File: config.mk
export PLATFORM = sky130hd
export DESIGN_NAME = atimer_wr_sync
export DESIGN_NICKNAME = d
export VERILOG_FILES = /design/src/rtl/atw_pkg.sv /design/src/rtl/atw_tclk_edge.sv /design/src/rtl/atw_slot.sv /design/src/rtl/atw_rd_mux.sv /design/src/rtl/atimer_wr_sync.sv
export SDC_FILE = /design/constraint.sdc
export NUM_CORES = 1
export LEC_CHECK = 0
export ABC_AREA = 1
export ABC_CLOCK_PERIOD_IN_PS = 2180
export BUFFER_PORTS_ARGS = -buffer_cell sky130_fd_sc_hd__buf_2
export CAP_MARGIN = 15
export CELL_PAD_IN_SITES_DETAIL_PLACEMENT = 1
export CELL_PAD_IN_SITES_GLOBAL_PLACEMENT = 1
export CORE_UTILIZATION = 27
export DETAILED_ROUTE_END_ITERATION = 6
export GPL_ROUTABILITY_DRIVEN = 0
export GPL_TIMING_DRIVEN = 1
export PLACE_DENSITY_LB_ADDON = 0.15
export SYNTH_ARGS = -nofsm -noshare
export SYNTH_HDL_FRONTEND = slang
export SYNTH_SLANG_ARGS = --single-unit
File: constraint.sdc
create_clock -name clk -period 2.18 [get_ports clk]
set_input_delay 0 -clock clk [delete_from_list [all_inputs] [get_ports clk]]
set_output_delay 0 -clock clk [all_outputs]
set_load 0.01 [all_outputs]
File: src/rtl/atw_pkg.sv
// Package: shared sizes and the register address map of the write synchronizer.
// Assumes: five timer registers, addressed 0..4, with status at address 5.
package atw_pkg;
    localparam int NREG   = 5;
    localparam int ADDR_W = 3;

    typedef enum logic [ADDR_W-1:0] {
        A_CNT  = 3'd0,
        A_CMPA = 3'd1,
        A_CMPB = 3'd2,
        A_CTLA = 3'd3,
        A_CTLB = 3'd4,
        A_STAT = 3'd5
    } reg_addr_e;
endpackage

File: src/rtl/atw_tclk_edge.sv
// Module: samples the asynchronous timer clock into the processor domain
// and produces a one-cycle tick for each rising edge.
// Assumes: the processor clock is more than four times the timer clock, so
// no timer edge falls between two samples unseen.
module atw_tclk_edge #(
    parameter int SYNC_STAGES = 2
) (
    input  logic clk,
    input  logic rst_n,
    input  logic tclk,
    output logic tick
);
    logic [SYNC_STAGES-1:0] sync_q;
    logic                   prev_q;

    // Synchronizer chain plus one history flop for edge detection.
    always_ff @(posedge clk) begin
        if (!rst_n) begin
            sync_q <= '0;
            prev_q <= 1'b0;
        end else begin
            sync_q <= {sync_q[SYNC_STAGES-2:0], tclk};
            prev_q <= sync_q[SYNC_STAGES-1];
        end
    end

    // A rising edge is a new high after a low sample.
    always_comb tick = sync_q[SYNC_STAGES-1] & ~prev_q;

    a_r3_tick_single: assert property (@(posedge clk) disable iff (!rst_n)
        tick |=> !tick);
endmodule

File: src/rtl/atw_slot.sv
// Module: one timer register: a staging copy, a pending flag, a count of
// timer edges, and the destination value.
// Assumes: tick is a one-cycle pulse per timer edge; wr_hit is one cycle.
module atw_slot #(
    parameter int DW = 8
) (
    input  logic          clk,
    input  logic          rst_n,
    input  logic          async_sel,
    input  logic          tick,
    input  logic          wr_hit,
    input  logic [DW-1:0] wdata,
    output logic [DW-1:0] staged,
    output logic [DW-1:0] dest,
    output logic          busy,
    output logic          clash,
    output logic          upd
);
    logic seen_q;

    // Staging, transfer and commit of a single register.
    always_ff @(posedge clk) begin
        if (!rst_n) begin
            staged <= '0;
            dest   <= '0;
            busy   <= 1'b0;
            seen_q <= 1'b0;
            clash  <= 1'b0;
            upd    <= 1'b0;
        end else begin
            upd   <= 1'b0;
            clash <= 1'b0;
            if (wr_hit) begin
                staged <= wdata;
                if (async_sel) begin
                    busy   <= 1'b1;
                    seen_q <= 1'b0;
                    clash  <= busy;
                end else begin
                    dest <= wdata;
                    busy <= 1'b0;
                    upd  <= 1'b1;
                end
            end else if (busy && !async_sel) begin
                dest <= staged;
                busy <= 1'b0;
                upd  <= 1'b1;
            end else if (busy && tick) begin
                if (seen_q) begin
                    dest   <= staged;
                    busy   <= 1'b0;
                    seen_q <= 1'b0;
                    upd    <= 1'b1;
                end else begin
                    seen_q <= 1'b1;
                end
            end
        end
    end

    a_r2_flag_on_write: assert property (@(posedge clk) disable iff (!rst_n)
        (wr_hit && async_sel) |=> busy);

    a_r3_dest_held_while_pending: assert property (@(posedge clk) disable iff (!rst_n)
        (busy && $past(busy)) |-> $stable(dest));

    a_r9_clash_needs_pending: assert property (@(posedge clk) disable iff (!rst_n)
        clash |-> $past(busy));

    a_r10_sync_no_flag: assert property (@(posedge clk) disable iff (!rst_n)
        (!async_sel && $past(!async_sel)) |-> !busy);
endmodule

File: src/rtl/atw_rd_mux.sv
// Module: read-back selection: the live counter, staging copies, or the status byte.
// Assumes: addresses follow atw_pkg; unused addresses read as zero.
module atw_rd_mux
    import atw_pkg::*;
#(
    parameter int DW = 8
) (
    input  logic [ADDR_W-1:0]      addr,
    input  logic [DW-1:0]          live_count,
    input  logic [NREG-1:0][DW-1:0] staged,
    input  logic [NREG-1:0]        busy,
    output logic [DW-1:0]          rdata
);
    // Address decode for the read port.
    always_comb begin
        rdata = '0;
        case (addr)
            A_CNT:  rdata = live_count;
            A_CMPA: rdata = staged[1];
            A_CMPB: rdata = staged[2];
            A_CTLA: rdata = staged[3];
            A_CTLB: rdata = staged[4];
            A_STAT: rdata = DW'(busy);
            default: rdata = '0;
        endcase
    end
endmodule

File: src/rtl/atimer_wr_sync.sv
// Module: top of the timer register write synchronizer. It decodes writes,
// runs one slot per register, and exposes the effective values and flags.
// Assumes: clk is more than four times tclk; tclk is free-running.
module atimer_wr_sync
    import atw_pkg::*;
#(
    parameter int DW = 8
) (
    input  logic              clk,
    input  logic              rst_n,
    input  logic              tclk,
    input  logic              async_sel,
    input  logic              wr_en,
    input  logic [ADDR_W-1:0] addr,
    input  logic [DW-1:0]     wdata,
    output logic [DW-1:0]     rdata,
    input  logic [DW-1:0]     live_count,
    output logic [DW-1:0]     cnt_val,
    output logic              cnt_load,
    output logic [DW-1:0]     cmpa_val,
    output logic [DW-1:0]     cmpb_val,
    output logic [DW-1:0]     ctla_val,
    output logic [DW-1:0]     ctlb_val,
    output logic [NREG-1:0]   busy,
    output logic [NREG-1:0]   clash,
    output logic              match_block
);
    logic                    tick;
    logic [NREG-1:0]         hit;
    logic [NREG-1:0]         upd;
    logic [NREG-1:0][DW-1:0] staged;
    logic [NREG-1:0][DW-1:0] dest;

    atw_tclk_edge #(.SYNC_STAGES(2)) u_edge (
        .clk(clk), .rst_n(rst_n), .tclk(tclk), .tick(tick)
    );

    for (genvar i = 0; i < NREG; i++) begin : g_slot
        // Write decode for register i.
        always_comb hit[i] = wr_en && (addr == ADDR_W'(i));

        atw_slot #(.DW(DW)) u_slot (
            .clk(clk), .rst_n(rst_n), .async_sel(async_sel), .tick(tick),
            .wr_hit(hit[i]), .wdata(wdata), .staged(staged[i]),
            .dest(dest[i]), .busy(busy[i]), .clash(clash[i]), .upd(upd[i])
        );
    end

    atw_rd_mux #(.DW(DW)) u_rd (
        .addr(addr), .live_count(live_count), .staged(staged),
        .busy(busy), .rdata(rdata)
    );

    // Route destination values to the named outputs.
    always_comb begin
        cnt_val  = dest[0];
        cmpa_val = dest[1];
        cmpb_val = dest[2];
        ctla_val = dest[3];
        ctlb_val = dest[4];
        cnt_load = upd[0];
    end

    // Suppress compare matches while counter or compare transfers pend.
    always_comb match_block = busy[0] | busy[1] | busy[2];

    a_r8_block_follows_flags: assert property (@(posedge clk) disable iff (!rst_n)
        $fell(match_block) |-> (upd[0] || upd[1] || upd[2]));
endmodule

==> results.ini <==
[global_route]
grt_max_degree=21
grt_overflow=0
antenna_found_initial=0
grt_pass1_wl_um=22200
grt_usage_pct=16.6
grt_pass1_vias=4187

[synth]
synthSimpleGateAreaFrac_pct=29.7
synth_area_leaders=dfxtp_1, nand2_1, inv_1, nand3_1, nand3b_1
synth_fa_ha_area_share_pct=0
synthCells=658
async_flop_share_pct=0
synthesis.area_sq_um=4550
synth_compound_area_share_pct=6.73
syn-num-nets=682
synth-main-ff-cell=dfxtp_1
ys_seq_area_share_pct=43.5
synth.ff_latch_count=99
yosysWarnings=0
yosys-top-cells-count=nand2_1, inv_1, dfxtp_1, nand3_1, nor2_1
synth_most_common_cell=nand2_1
synth_top_family_by_area=simple AND/OR/NAND/NOR gates
synth.area.mux_share_pct=0
synth_edf_count=0
syn_area_per_cell_sq_um=6.92
synth.top_cell.area_share_pct=43.5
synthXorXnorAreaFrac_pct=0.770
yosys.area.top_type=dfxtp_1
yosysUniqueCellTypes=29

[min_path]
hp-class=in -> reg
holdCritStartpoint=rst_n

[drt]
post_drt_via_cell_ratio=4.22
ant_nets=0
firstDrtPassIters=6
wl_um=13800
drtIter0Drc=196
wl_per_cell_um=14.3
via_count=4075
drc_errors=0

[timing]
hold_slack_ps=115
hold_viol=0
period_needed_ps=1590
max_slew_margin_pct=69.7
maxSlewViolCount=0
max_freq_mhz=628
worst_slack_ps=589
grt_setup_unrepaired=false
finClkSkew_ps=5.88
finalCritPeriodShare_pct=73.0
setup_tns_ps=0
tightest_slew_ps=454
finalSetupViolations=0

[pwr]
leakage_nw=3.52
power_mw=3.92
irDropWorstVdd_mv=0.334
pwr-share-seq_pct=48.5
p_clk_share_pct=40.5
intPower_mw=2.92
power_switching_share_pct=25.5
comb_power_share_pct=11.0
p_per_area_nw_per_um2=714
power_switching_uw=999

[layout]
register_area_sq_um=1980
area_delta_synth_final_pct=20.6
multi_input_area_sq_um=1690
final_util_pct=33.2
stdcell_count=966
fin_nets=765
drive_gt1_share_pct=16.9
final_cell_area_sq_um=5490
antenna_cells=0
fillers=2078

[cts]
cts_sinks=99
cts.htree.levels=3
hold_buffers=10
cts_root_buf=clkbuf_16
clk_path_buf_depth=2
clkTransAtPathRegs_ps=60
tritoncts=yes
cts_setup_buffers=0
cts_resized=0
numCtsBuffers=9
clk-insertion-delay-late_ps=350

[floorplan]
fp.dieH_um=132
row_count=47
design.die.area_sq_um=17400
core_sq_um=16500
die_w_um=132
ios=84
start_util_pct=27.5

[worst_setup_path]
crit_required_ps=2430
cp-start-kind=input pin
r2r_start=u_edge.sync_q[1]
end_kind=flip-flop
crit_fanout=12
startpoint=async_sel
arrival_ps=1840
crit_type=in -> reg

[place]
placed_cells=940
place_hpwl_um=10600
pre_cts_ws_ps=489
io_buffers=83
dpl-instance-area_sq_um=5100

[run_status]
status=complete, no violations

[job]
maxCapViolCount=0

==> final timing paths <==
kind	end	slack, ps	cells past startpoint
min reg2reg	u_edge.sync_q[1]	450	2
max reg2reg	g_slot[1].u_slot.dest[6]	620	7
min	g_slot[3].u_slot.busy	110	3
max	g_slot[2].u_slot.dest[6]	590	8
==> critical path, cell delays in order <==
cell and delay [ps]:
dlygate4sd3_1 530, buf_2 200, inv_1 370, nand2_1 350, nand3_4 200, nand2_1 70
nand2_1 70, inv_1 50
==> layout by cell type (no fill, tap or decap), types with 4 or more instances in the layout <==
cell type        n
nor3_1           5
buf_4            7
o211ai_1         8
nand3b_1        16
xor2_1           4
clkbuf_8         4
buf_2           83
nor2_1          18
nand3_2          5
o21ai_0          7
dfxtp_1         99
dlygate4sd3_1   10
a21oi_1         11
o22ai_1         13
nand3_1         35
o211ai_2         6
nand4_1          7
inv_1          176
nand2_1        207
clkbuf_16        9
==> layout make-up <==
type	instances	area share, %
clock buffers	15	5.24
clock inverters	1	0.0912
inverters	180	12.4
multi-input cells	351	30.9
flip-flops and latches	99	36.1
well taps	220	5.01
repair buffers	100	10.3
==> flip-flops by register name, indices dropped and copies added (netlist names) <==
register / flops
g_slot.u_slot.seen_q: 5
g_slot.u_slot.staged: 40
g_slot.u_slot.dest: 40
g_slot.u_slot.busy: 5
u_edge.prev_q: 1
u_edge.sync_q: 2
g_slot.u_slot.upd: 1
g_slot.u_slot.clash: 5
==> power by group through the flow <==
stage	clock network (mW)	logic, mW	registers [mW]
3_3_place_gp	0	0.419	1.94
3_5_place_dp	0	0.426	1.94
2_1_floorplan	0	0.248	1.95
5_1_grt	1.72	0.490	1.91
4_1_cts	1.66	0.441	1.90
6_report	1.59	0.433	1.90
==> logic make-up (layout without fill, tap and decap cells) <==
group / Yosys count / after routing
buffers and inverters: 208 / 296
XOR/XNOR: 4 / 4
AO/OA/AOI/OAI: 45 / 45
flip-flops: 99 / 99
AND/OR/NAND/NOR: 302 / 302
==> layer usage <==
metal	GRT usage [%]	wire length (um)	vias up	share of wire, %
met2	27.3	6440	69	47
met3	2.46	404	19	2.9
li1	-	-	2101	-
met4	7.36	312	0	2.3
met5	0	0	-	0
met1	21.6	6670	1886	48
Note: power is estimated with default switching activity, not from simulation.
